### config.mk
export PLATFORM = sky130hd
export DESIGN_NAME = sqw_gen
export DESIGN_NICKNAME = d
export VERILOG_FILES = /design/src/rtl/sqw_pkg.sv /design/src/rtl/sqw_divider.sv /design/src/rtl/sqw_out_mux.sv /design/src/rtl/sqw_gen.sv
export SDC_FILE = /design/constraint.sdc
export NUM_CORES = 1
export LEC_CHECK = 0
export ABC_AREA = 1
export BUFFER_PORTS_ARGS = -buffer_cell sky130_fd_sc_hd__clkbuf_2
export CORE_MARGIN = 3
export CORE_UTILIZATION = 49
export DETAILED_ROUTE_END_ITERATION = 10
export PLACE_DENSITY = 0.8
export SYNTH_ARGS = -nofsm -noshare
export SYNTH_HDL_FRONTEND = slang
export SYNTH_SLANG_ARGS = --single-unit
### constraint.sdc
create_clock -name clk -period 1.7 [get_ports clk]
set_input_delay 0.255 -clock clk [delete_from_list [all_inputs] [get_ports clk]]
set_output_delay 0.255 -clock clk [all_outputs]
set_load 0.01 [all_outputs]
### src/rtl/sqw_pkg.sv
package sqw_pkg;

  typedef enum logic [2:0] {
    SQW_LOW   = 3'd0,
    SQW_F1    = 3'd1,
    SQW_F32   = 3'd2,
    SQW_F64   = 3'd3,
    SQW_F512  = 3'd4,
    SQW_RSV5  = 3'd5,
    SQW_ALARM = 3'd6,
    SQW_RSV7  = 3'd7
  } sqw_mode_e;

  localparam int unsigned SEL_W    = 3;
  localparam int unsigned NUM_TAPS = 4;

  // Frequency for each wave tap, in the order of select codes 1..4.
  function automatic int unsigned tap_freq(int unsigned idx);
    case (idx)
      0:       return 1;
      1:       return 32;
      2:       return 64;
      default: return 512;
    endcase
  endfunction

  // A counter bit k toggles every 2^k pulses, which gives a period of
  // 2^(k+1) pulses.
  function automatic int unsigned tap_pos(int unsigned src_hz, int unsigned f_hz);
    return $clog2(src_hz / f_hz) - 1;
  endfunction

endpackage

### src/rtl/sqw_divider.sv
module sqw_divider
  import sqw_pkg::*;
#(
  parameter int unsigned SRC_HZ = 32768
) (
  input  logic                clk,
  input  logic                rst_n,
  input  logic                tick,
  output logic [NUM_TAPS-1:0] taps_next
);
  localparam int unsigned DIV_W = $clog2(SRC_HZ);

  logic [DIV_W-1:0] cnt;
  logic [DIV_W-1:0] cnt_next;

  assign cnt_next = cnt + 1'b1;

  always_ff @(posedge clk or negedge rst_n) begin
    if (!rst_n)    cnt <= '0;
    else if (tick) cnt <= cnt_next;
  end

  // The taps come from the incremented value, so a registered output that
  // loads on a pulse lines up with the counter after that same pulse.
  for (genvar i = 0; i < NUM_TAPS; i++) begin : g_tap
    localparam int unsigned POS = tap_pos(SRC_HZ, tap_freq(i));
    assign taps_next[i] = cnt_next[POS];
  end

endmodule

### src/rtl/sqw_out_mux.sv
module sqw_out_mux
  import sqw_pkg::*;
(
  input  logic                clk,
  input  logic                rst_n,
  input  logic                tick,
  input  logic [SEL_W-1:0]    sel,
  input  logic [NUM_TAPS-1:0] taps_next,
  input  logic                alarm,
  output logic                wave
);
  logic wave_d;

  always_comb begin
    unique case (sqw_mode_e'(sel))
      SQW_F1:    wave_d = taps_next[0];
      SQW_F32:   wave_d = taps_next[1];
      SQW_F64:   wave_d = taps_next[2];
      SQW_F512:  wave_d = taps_next[3];
      SQW_ALARM: wave_d = alarm;
      default:   wave_d = 1'b0;
    endcase
  end

  // Loading only on a pulse keeps every level at least one pulse long.
  always_ff @(posedge clk or negedge rst_n) begin
    if (!rst_n)    wave <= 1'b0;
    else if (tick) wave <= wave_d;
  end

endmodule

### src/rtl/sqw_gen.sv
module sqw_gen
  import sqw_pkg::*;
#(
  parameter int unsigned SRC_HZ  = 32768,
  parameter int unsigned NUM_OUT = 2
) (
  input  logic       clk,
  input  logic       rst_n,
  input  logic       tick_32k,
  input  logic [2:0] sel_a,
  input  logic [2:0] sel_b,
  input  logic       alarm_flag,
  output logic       wave_a,
  output logic       wave_b
);
  logic [NUM_TAPS-1:0]           taps_next;
  logic [NUM_OUT-1:0][SEL_W-1:0] sel_vec;
  logic [NUM_OUT-1:0]            wave_vec;

  assign sel_vec[0] = sel_a;
  assign sel_vec[1] = sel_b;

  sqw_divider #(.SRC_HZ(SRC_HZ)) u_div (
    .clk       (clk),
    .rst_n     (rst_n),
    .tick      (tick_32k),
    .taps_next (taps_next)
  );

  for (genvar j = 0; j < NUM_OUT; j++) begin : g_out
    sqw_out_mux u_mux (
      .clk       (clk),
      .rst_n     (rst_n),
      .tick      (tick_32k),
      .sel       (sel_vec[j]),
      .taps_next (taps_next),
      .alarm     (alarm_flag),
      .wave      (wave_vec[j])
    );
  end

  assign wave_a = wave_vec[0];
  assign wave_b = wave_vec[1];

endmodule

Word level (Yosys, flattened, before mapping):

Index checks and enable logic that the tools add are counted.
Widths: inputs -> output; s select.

* output and inout bits: 2
* input bits: 10
* word-level logic and storage cells: 16
* flip-flop bits (word level): 17

* muxes and demuxes: 2
* $add $sub $neg: 1
* eq/ne operators: 10

Operator list (number)
* $add 15x1->15 const B: 1
* $eq 3x2->1 const B: 4
* $eq 3x3->1 const B: 4
* $pmux 1 s5: 2
* $eq 3x1->1 const B: 2

Depth between registers and ports, before layout:

Gate-level depths: netlist of the first run.

* depth after elaboration: 2
* depth in mapped cells: 10
* gate-level depth less buffers: 10

Modules after synthesis:

Synthesis of the first run repeated with hierarchy kept, for this count alone.

* cells, all modules: 145
* area total of the unflattened synthesis: 1068.5 µm²

Modules (own cells, without submodules)
* sqw_divider: cells each 101, times used 1, sequential area each 375.4 µm², area an instance 840.8 µm²
* sqw_out_mux: cells each 22, times used 2, sequential area each 25.0 µm², area an instance 113.9 µm²

Worst setup path before layout of the first run:

Ideal clock, no wire load.

* kind: register -> register
* start point: register u_div.cnt[0]
* end point: register g_out[0].u_mux.wave
* stages on the path, launching flop included: 9
* period minus slack after synthesis: 1.332 ns
* buffers on the path: 0
* data required time: 1.579 ns
* path slack: 0.368 ns
* arrival: 1.211 ns
* setup time: 0.121 ns
* path through: dfrtp_1 ha_1 nand3_1 nor2_1 nand4_1 nand3_1 nand2_1 o21bai_1 nand2_1

* word-level cells in the longest chain between the ends: 2

RTL lines
* from (decl): RTL line sqw_divider.sv:13 `logic [DIV_W-1:0] cnt;`
* from (signal assigned): RTL line sqw_divider.sv:20 `else if (tick) cnt <= cnt_next;`
* $add 15x1->15: RTL line sqw_divider.sv:16 `assign cnt_next = cnt + 1'b1;`
* $pmux 1 s5: RTL line sqw_out_mux.sv:15 `unique case (sqw_mode_e'(sel))`
* to (signal assigned): RTL line sqw_out_mux.sv:28 `else if (tick) wave <= wave_d;`
* to (decl): RTL line sqw_out_mux.sv:10 `output logic wave`

Every way passes these cells.
A chain may end at the register's enable or synchronous reset.

Final worst setup path of the first run:

Same ends and word-level chain as after synthesis.

==> impl_results.md, run 1 <==
- Register area share after synthesis: between 40% and 50%
- DRC viols: 0
- Pin count of the biggest net entering global routing: 18
- Proportion of power drawn by flip-flops and latches: around 53%
- RSZ-0062 raised after global routing: false
- Layout filler cell count: 172
- Sink Count: 17
- Top-area cell type share of the netlist area: between 40% and 50%
- Syn nets: between 100 and 150
- CTS tree: built
- Remaining number of nets flagged by the antenna check after routing: 0
- FP Rows: 15
- Number of warnings reported in the yosys synthesis log: 0
- Die Height: between 50 and 60 µm
- Fraction of synthesis flops using an asynchronous set or reset pin: between 90% and 100%
- Final-report max-slew violation count: 0
- Number of distinct library cells after synthesis: 22
- Dominant cells by area after synthesis: dfrtp_1 (43%), nand2_1 (12%), xor2_1 (8.8%)
- Overall via count from detail_route: about 840
- Mapped cell area: approximately 1000 µm²
- Detail-routed via count per cell: around 4.9
- Total routing resource utilization after global routing: around 17%
- Synth Instances: 131
- Startpoint class of the critical path: flip-flop
- Final setup fails: 0
- DPL Wire Length: about 1500 µm
- Total of flip-flops plus latches after synthesis: 17
- Required time reported for the critical path endpoint: between 1.5 and 2 ns
- Most numerous cell in the Yosys netlist: nand2_1
- Global-route wire length before repair: around 3300 µm
- Die width: 51.2 µm
- Number of clock buffers inserted by TritonCTS: 3
- Clock insertion delay at the later pin of the skew report: 0.29 ns
- Total overflow reported by the global router: 0
- Run status: complete, no violations
- Max-cap check violation count: 0
- Placement Setup Slack: between 0.2 and 0.25 ns
- Resized Gates After CTS: 0
- Crit path kind: flip-flop to flip-flop
- Post-synth top flop: dfrtp_1
- Fmax: slightly below 700 MHz
- Worst hold-check path type: input pin to flip-flop
- R2r setup slk: between 0.2 and 0.25 ns
- Setup total negative slack: 0 ns
- Number of hold violations in the final report: 0
- Worst VDD drop: 1.10 mV
- Post-CTS clock slew at the launch and capture registers of the worst setup and hold paths: approximately 0.1 ns
- Switch share: between 30% and 40%
- Most common library cells after synthesis: nand2_1 (33), inv_1 (18), dfrtp_1 (17)
- Post-Route Utilization: slightly above 60%
- NetSw: between 0.4 and 0.5 mW
- Iteration-0 DRC Markers: 15
- Maximum net fanout on the critical path: 4
- Final period demand of the worst path: ~1.5 ns
- Maximum clock insertion buffer count: 2
- Layout Skew: 0.00422 ns
- EDFF count, synth: 0
- Initial antenna violation count: 0
- Arrival time reported for the critical path endpoint: between 1.5 and 2 ns
- Number of detailed-routing iterations run before antenna repair: 4
- Worst-margin pin slew: about 0.42 ns
- Die outline area: around 2600 µm²
- Category of the worst setup path capture point: flip-flop
- Starting Density: 54.9%
- Setup slack after layout: 0.221 ns
- Pwr/cell area: 1050 nW/µm²
- Largest area contributor in the netlist: dfrtp_1
- Mean routed wirelength per cell: approximately 11 µm
- Syn avg cell area: roughly 7.6 µm²
- Antenna Diode Count: 0
- Slew Limit Headroom: a little under three quarters
- Post-layout total power: ~1.2 mW
- Final net count: about 160
- Leak Pwr: 0.593 nW
- Layout cell share with drive strength beyond 1: between 10% and 20%
- Maximum level of the CTS H-tree: 1
- Number of global-route vias before repair: 797
- Internal Dissipation: ~0.73 mW
- Total core area: approximately 1800 µm²
- PortBufs: 11
- Number of top-level design ports: 12
- Routability congestion estimate: 0.904
- Root Buffer: clkbuf_4
- Tcrit/Tclk final: just under 90%
- Power share of the clock group: a little under a fifth
- Combinational share of power: roughly 28%
- P&R area growth vs syn: 11.9%
- WL final: ~1800 µm
[cells in the final DEF (no fill, tap or decap)]
master,count
nor2_2,1
nor3_1,3
nand3_2,1
inv_1,18
nand2_1,33
nor4_2,1
ha_1,1
nand2_2,3
xor2_1,10
a31oi_1,1
o21ai_0,4
or2_2,2
o21ai_2,1
clkbuf_4,3
nor2_1,13
nand3_1,13
nor2_4,1
dfrtp_1,17
clkbuf_2,11
nand4_1,2
nor4_1,1
clkbuf_1,1
a21oi_1,2
dlygate4sd3_1,1
o21bai_1,2
[power by group through the flow]
stage / registers, mW / logic [mW] / clock network [mW]
after floorplan: 0.612 / 0.252 / 0
after global placement: 0.625 / 0.326 / 0
after detailed placement: 0.632 / 0.332 / 0
after CTS: 0.623 / 0.338 / 0.221
after global routing: 0.645 / 0.391 / 0.232
final: 0.625 / 0.333 / 0.213
[layout make-up]
type	instances	area (µm²)	share of cell area, %
inverter	18	67.6	6.04
sequential	17	425	38.0
timing repair buffer	12	65.1	5.82
multi-input combinational	95	503	45.0
tap	25	31.3	2.80
clock buffer	4	26.3	2.35
[logic make-up (layout without fill, tap and decap cells)]
logic type / Yosys count / in the layout / share of synthesized area (%)
XOR/XNOR: 10 / 10 / 8.76
flip-flops: 17 / 17 / 42.6
buffers and inverters: 19 / 34 / 7.13
AND/OR/NAND/NOR: 74 / 74 / 34.3
AO/OA/AOI/OAI: 10 / 10 / 6.01
adder cells (fa/ha/maj): 1 / 1 / 1.25
[worst paths after layout]
| path | depth (start not counted) | from | to |
|---|---|---|---|
| min reg2reg | 1 | u_div.cnt[13]$_DFFE_PN0P_ | u_div.cnt[13]$_DFFE_PN0P_ |
| max reg2reg | 8 | u_div.cnt[0]$_DFFE_PN0P_ | g_out[0].u_mux.wave$_DFFE_PN0P_ |
| max in group asynchronous | 2 | rst_n | u_div.cnt[6]$_DFFE_PN0P_ |
| min in group asynchronous | 2 | rst_n | u_div.cnt[12]$_DFFE_PN0P_ |
| max | 8 | u_div.cnt[0]$_DFFE_PN0P_ | g_out[0].u_mux.wave$_DFFE_PN0P_ |
| min | 2 | tick_32k | u_div.cnt[0]$_DFFE_PN0P_ |
[metal layers]
layer	global-route usage [%]	wire length [µm]
met4	2.69	14
met2	26.8	838
met5	0	0
met1	22.4	890
met3	5.25	81
[state kept, by name (all words and copies together) (netlist names)]
register          flops
g_out.u_mux.wave      2
u_div.cnt            15
[per-stage QoR]
stage / instances / hold WS (ns) / area, µm²
2_1_floorplan: 131 / -0.0406 / 1000
3_3_place_gp: 166 / 0.197 / 1080
3_5_place_dp: 166 / 0.209 / 1080
4_1_cts: 171 / 0.354 / 1120
5_1_grt: 171 / 0.372 / 1120
6_report: 171 / 0.363 / 1120
[critical path, stage by stage (launching register included)]
cell and delay, ns:
dfrtp_1 0.43, ha_1 0.21, nand3_1 0.11, nor2_1 0.15, nand4_1 0.14, nand3_1 0.12, nand2_1 0.06, o21bai_1 0.11
nand2_1 0.05
[timing repair]
action                                 in CTS  in global routing
hold buffers                                1                  0
endpoints found under the hold margin      17                  0
setup buffers                               0                  0
No activity file was read; power rests on OpenSTA's default activity.
==> run 2: changes to the inputs <==
- CORE_UTILIZATION: 49 -> 50
- PLACE_DENSITY: 0.8 -> 0.81
==> impl_results.md, run 2 (synthesis results as in run 1) <==
- Number of global-route vias before repair: 843 (+5.8%)
- Hold bufs inserted after CTS: 1 (unchanged)
- CP Launch Point: u_div.cnt[0]$_DFFE_PN0P_
- Maximum net fanout on the critical path: 4 (unchanged)
- Arrival time reported for the critical path endpoint: 1.69 ns (+0.02 ns)
- DPL Wire Length: 1540 µm (+6.0%)
- Root Buffer: clkbuf_4
- Starting Density: 55.5% (+0.57 points)
- Die outline area: 2570 µm² (-1.8%)
- Crit path largest cell delay: 0.42 ns (about the same)
- R2r setup slk: 0.20 ns (-0.02 ns)
- Total core area: 1800 µm² (-1.0%)
- Top library cells by usage in the layout, fill and taps aside: nand2_1 (33), inv_1 (18), dfrtp_1 (17)
- Combined buffer and inverter count along the critical path: 0 (unchanged)
- Detail-routed via count per cell: 5.11 (+3.6%)
- Commonest non-fill, non-tap cell in the layout: nand2_1
- Final-report max-slew violation count: 0 (unchanged)
- Resized Gates After CTS: 0 (unchanged)
- Slowest CP cell: dfrtp_1
- Setup slack after layout: 0.200 ns (-0.0210 ns)
- Area of all placed cells without fillers: 1120 µm² (unchanged)
- Maximum level of the CTS H-tree: 1 (unchanged)
- Number of detailed-routing iterations run before antenna repair: 4 (unchanged)
- Number of hold violations in the final report: 0 (unchanged)
- Worst hold path depth: 2 (unchanged)
- Worst VDD drop: 0.913 mV (-17%)
- Final period demand of the worst path: 1.50 ns (+0.0210 ns)
- Pin count of the biggest net entering global routing: 18 (unchanged)
- Tcrit/Tclk final: 88.2% (+1.2 points)
- Chain of cells forming the critical path: ha_1, nand3_1, nor2_1, nand4_1, nand3_1, nand2_1, o21bai_1, nand2_1
- Crit path kind: flip-flop to flip-flop
- Worst Hold Margin: 0.366 ns (+0.00352 ns)
- RSZ-0062 raised after global routing: false
- Post-Route Utilization: 62.1% (+0.64 points)
- Post-CTS setup repair buffer count: 0 (unchanged)
- Layout cell share with drive strength beyond 1: 16.4% (unchanged)
- Clock insertion delay at the later pin of the skew report: 0.29 ns (about the same)
- Startpoint of the most critical hold path: tick_32k
- Antenna Diode Count: 0 (unchanged)
- Remaining number of nets flagged by the antenna check after routing: 0 (unchanged)
- DRC viols: 0 (unchanged)
- Worst-margin pin slew: 0.425 ns (+0.00259 ns)
- Total cell area at the placement stage: 1080 µm² (unchanged)
- Leak Pwr: 0.593 nW (unchanged)
- Post-layout total power: 1.18 mW (+0.63%)
- WL final: 1940 µm (+6.1%)
- Sink Count: 17 (unchanged)
- Startpoint of the most critical register-to-register path: u_div.cnt[0]$_DFFE_PN0P_
- Final setup fails: 0 (unchanged)
- Mean routed wirelength per cell: 11.3 µm (+6.1%)
- Fmax: 667 MHz (-1.4%)
- Top delay family on crit path: simple AND/OR/NAND/NOR gates
- Total overflow reported by the global router: 0 (unchanged)
- Depth of the worst register-to-register path: 8 (unchanged)
- Largest registers: u_div.cnt (15), g_out.u_mux.wave (2)
- Maximum clock insertion buffer count: 2 (unchanged)
- Post-CTS clock slew at the launch and capture registers of the worst setup and hold paths: 0.10 ns (about the same)
- Placed Cells: 166 (unchanged)
- Iteration-0 DRC Markers: 19 (+4)
- Routability congestion estimate: 0.863 (-4.6%)
- PortBufs: 11 (unchanged)
- Layout Skew: 0.00588 ns (+0.00166 ns)
- CTS tree: built
- Total routing resource utilization after global routing: 17.5% (+0.80 points)
- Slew Limit Headroom: 71.6% (-0.17 points)
- Die Height: 50.7 µm (-0.89%)
- Initial antenna violation count: 0 (unchanged)
- Global-route wire length before repair: 3460 µm (+4.2%)
- Number of top-level design ports: 12 (unchanged)
- Placement Setup Slack: 0.219 ns (-0.00891 ns)
- Required time reported for the critical path endpoint: 1.89 ns (about the same)
- FP Rows: 15 (unchanged)
- Setup total negative slack: 0 ns (unchanged)
- Run status: complete, no violations
- Overall via count from detail_route: 873 (+3.6%)
- Number of non-filler instances in the completed layout: 171 (unchanged)
- Die width: 50.7 µm (-0.89%)
- Pwr/cell area: 1050 nW/µm² (+0.63%)
- Category of the worst setup path capture point: flip-flop
- P&R area growth vs syn: 11.9% (unchanged)
- Max-cap check violation count: 0 (unchanged)
- Largest register FFs: 15 (unchanged)
- Worst hold-check path type: input pin to flip-flop
- R2R Path End: g_out[1].u_mux.wave$_DFFE_PN0P_
- Startpoint class of the critical path: flip-flop
- Number of clock buffers inserted by TritonCTS: 3 (unchanged)
- Sink of the worst hold path: u_div.cnt[0]$_DFFE_PN0P_
- Largest Register: u_div.cnt
- Final net count: 158 (unchanged)
-- run 2: cell counts in the layout (fill, tap and decap cells not counted) --
Identical to the previous run, type by type.
-- run 2: per-layer routing --
metal / global-route usage [%] / routed length [µm] / vias to the layer above
li1: - / - / 450
met1: 21.1 / 892 / 402
met2: 30.9 / 949 / 17
met3: 5.34 / 80 / 4
met4: 3.14 / 14 / 0
met5: 0 / 0 / -
-- run 2: worst max-delay path by stage --
stage / to / slack, ns / depth (start not counted)
after floorplan: g_out[0].u_mux.wave$_DFFE_PN0P_ / 0.37 / 8
after global placement: g_out[0].u_mux.wave$_DFFE_PN0P_ / 0.28 / 8
after detailed placement: g_out[1].u_mux.wave$_DFFE_PN0P_ / 0.22 / 8
after CTS: g_out[1].u_mux.wave$_DFFE_PN0P_ / 0.20 / 8
after global routing: g_out[0].u_mux.wave$_DFFE_PN0P_ / 0.04 / 8
final: g_out[1].u_mux.wave$_DFFE_PN0P_ / 0.20 / 8
-- run 2: layout make-up --
cell class	instances	area, µm²
tap	25	31.3
clock buffer	4	26.3
inverter	18	67.6
timing repair buffer	12	65.1
multi-input combinational	95	503
sequential	17	425
fill	154	683
-- run 2: report_power, final --
part	switching, mW	internal, mW
clock network	0.123	0.0914
registers	0.116	0.509
logic	0.207	0.131
total	0.446	0.732
==> run 3: changes to the inputs <==
- RECOVER_POWER: default -> 100
==> impl_results.md, run 3 (synthesis results as in run 1) <==
- Required time reported for the critical path endpoint: 1.89 ns (about the same)
- Layout cell share with drive strength beyond 1: 12.3% (-4.1 points)
- Initial antenna violation count: 0 (unchanged)
- Setup slack after layout: 0.226 ns (+0.0253 ns)
- Die outline area: 2570 µm² (unchanged)
- Largest register FFs: 15 (unchanged)
- Post-CTS clock slew at the launch and capture registers of the worst setup and hold paths: 0.10 ns (about the same)
- Sink Count: 17 (unchanged)
- P&R area growth vs syn: 10.1%
- Total routing resource utilization after global routing: 17.5% (unchanged)
- Clock insertion delay at the later pin of the skew report: 0.29 ns (about the same)
- Total core area: 1800 µm² (unchanged)
- Remaining number of nets flagged by the antenna check after routing: 0 (unchanged)
- Routability congestion estimate: 0.863 (unchanged)
- Power share of the clock group: 18.4% (+0.2 points)
- Total overflow reported by the global router: 0 (unchanged)
- Maximum net fanout on the critical path: 4 (unchanged)
- Iteration-0 DRC Markers: 22 (+3)
- NetSw: 0.439 mW (-1.5%)
- Crit path kind: flip-flop to flip-flop
- Largest Register: u_div.cnt
- FP Rows: 15 (unchanged)
- Max-cap check violation count: 0 (unchanged)
- Run status: complete, no violations
- Category of the worst setup path capture point: flip-flop
- Pin count of the biggest net entering global routing: 18 (unchanged)
- Commonest non-fill, non-tap cell in the layout: nand2_1
- Number of clock buffers inserted by TritonCTS: 3 (unchanged)
- Antenna Diode Count: 0 (unchanged)
- Final-report max-slew violation count: 0 (unchanged)
- Number of global-route vias before repair: 843 (unchanged)
- Slew Limit Headroom: 40.6% (-31 points)
- Starting Density: 55.5% (unchanged)
- Combinational share of power: 28.5% (-0.2 points)
- Internal Dissipation: 0.728 mW (-0.55%)
- Number of top-level design ports: 12 (unchanged)
- Pwr/cell area: 1060 nW/µm² (+0.67%)
- Startpoint class of the critical path: flip-flop
- Die Height: 50.7 µm (unchanged)
- Maximum level of the CTS H-tree: 1 (unchanged)
- Setup total negative slack: 0 ns (unchanged)
- Fmax: 678 MHz (+1.7%)
- PortBufs: 11 (unchanged)
- Largest registers: u_div.cnt (15), g_out.u_mux.wave (2)
- DPL Wire Length: 1540 µm (unchanged)
- Mean routed wirelength per cell: 11.3 µm (-0.10%)
- Final setup fails: 0 (unchanged)
- Placement Setup Slack: 0.219 ns (unchanged)
- Die width: 50.7 µm (unchanged)
- Number of detailed-routing iterations run before antenna repair: 4 (unchanged)
- Tcrit/Tclk final: 86.7% (-1.5 points)
- CTS tree: built
- Leak Pwr: 0.582 nW (-1.9%)
- Worst hold-check path type: input pin to flip-flop
- Worst-margin pin slew: 0.891 ns (+0.466 ns)
- Overall via count from detail_route: 874 (+0.11%)
- Post-CTS setup repair buffer count: 0 (unchanged)
- Final period demand of the worst path: 1.47 ns (-0.0253 ns)
- Final net count: 158 (unchanged)
- Global-route wire length before repair: 3460 µm (unchanged)
- Number of hold violations in the final report: 0 (unchanged)
- Detail-routed via count per cell: 5.11 (+0.11%)
- WL final: 1930 µm (-0.10%)
- Arrival time reported for the critical path endpoint: 1.66 ns (-0.03 ns)
- Proportion of power drawn by flip-flops and latches: 53.1% (about the same)
- Root Buffer: clkbuf_4
- Worst VDD drop: 0.902 mV (-1.3%)
- DRC viols: 0 (unchanged)
- Maximum clock insertion buffer count: 2 (unchanged)
- RSZ-0062 raised after global routing: false
- Layout Skew: 0.00547 ns (-0.000405 ns)
- Switch share: 37.6% (-0.22 points)
- Top library cells by usage in the layout, fill and taps aside: nand2_1 (34), inv_1 (18), dfrtp_1 (17)
## run 3: cell counts in the layout (fill, tap and decap cells not counted)
Identical to the previous run, type by type.
## run 3: final cells by class
type,count,area [µm²]
multi-input combinational,95,489
inverter,18,67.6
fill,159,701
timing repair buffer,12,61.3
tap,25,31.3
clock buffer,4,26.3
sequential,17,425
## run 3: worst max-delay path: stages (launching register included)
cell and delay, ns:
dfrtp_1 0.41, ha_1 0.20, nand3_1 0.10, nor2_1 0.14, nand4_1 0.15, nand3_1 0.12, nand2_1 0.06, o21bai_1 0.12
nand2_1 0.06
## run 3: per-layer routing
metal  track usage, %  wire (µm)
met5                0          0
met4             3.14          8
met3             5.34         72
met2             30.9        960
met1             21.1        892
## run 3: final timing paths
kind,from,to,slack (ns),depth (start not counted)
min reg2reg,g_out[0].u_mux.wave$_DFFE_PN0P_,g_out[0].u_mux.wave$_DFFE_PN0P_,0.49,2
min in group asynchronous,rst_n,u_div.cnt[10]$_DFFE_PN0P_,0.59,2
min,tick_32k,u_div.cnt[0]$_DFFE_PN0P_,0.37,2
max reg2reg,u_div.cnt[0]$_DFFE_PN0P_,g_out[1].u_mux.wave$_DFFE_PN0P_,0.23,8
max in group asynchronous,rst_n,u_div.cnt[2]$_DFFE_PN0P_,0.56,2
max,u_div.cnt[0]$_DFFE_PN0P_,g_out[1].u_mux.wave$_DFFE_PN0P_,0.23,8
## run 3: per-stage QoR
stage                     std cells  instance area [µm²]  total power, mW  hold WS, ns  utilization [%]
final                           171                 1100             1.17        0.369             61.1
after global routing            171                 1100             1.26        0.379             61.1
after CTS                       171                 1120             1.19        0.345             62.1
after detailed placement        166                 1080            0.967        0.206             60.1
after global placement          166                 1080            0.950        0.197             60.1
after floorplan                 131                 1000            0.864      -0.0406                -
## run 3: power groups by stage
| stage | registers, mW | clock network (mW) | logic [mW] |
|---|---|---|---|
| after floorplan | 0.612 | 0 | 0.252 |
| after global placement | 0.624 | 0 | 0.326 |
| after detailed placement | 0.632 | 0 | 0.335 |
| after CTS | 0.625 | 0.225 | 0.341 |
| after global routing | 0.635 | 0.235 | 0.391 |
| final | 0.620 | 0.215 | 0.333 |
## run 3: repair_timing
action | in CTS | in global routing
hold endpoints to repair | 17 | 0
hold buffers | 1 | 0
gates resized for setup | 0 | 0
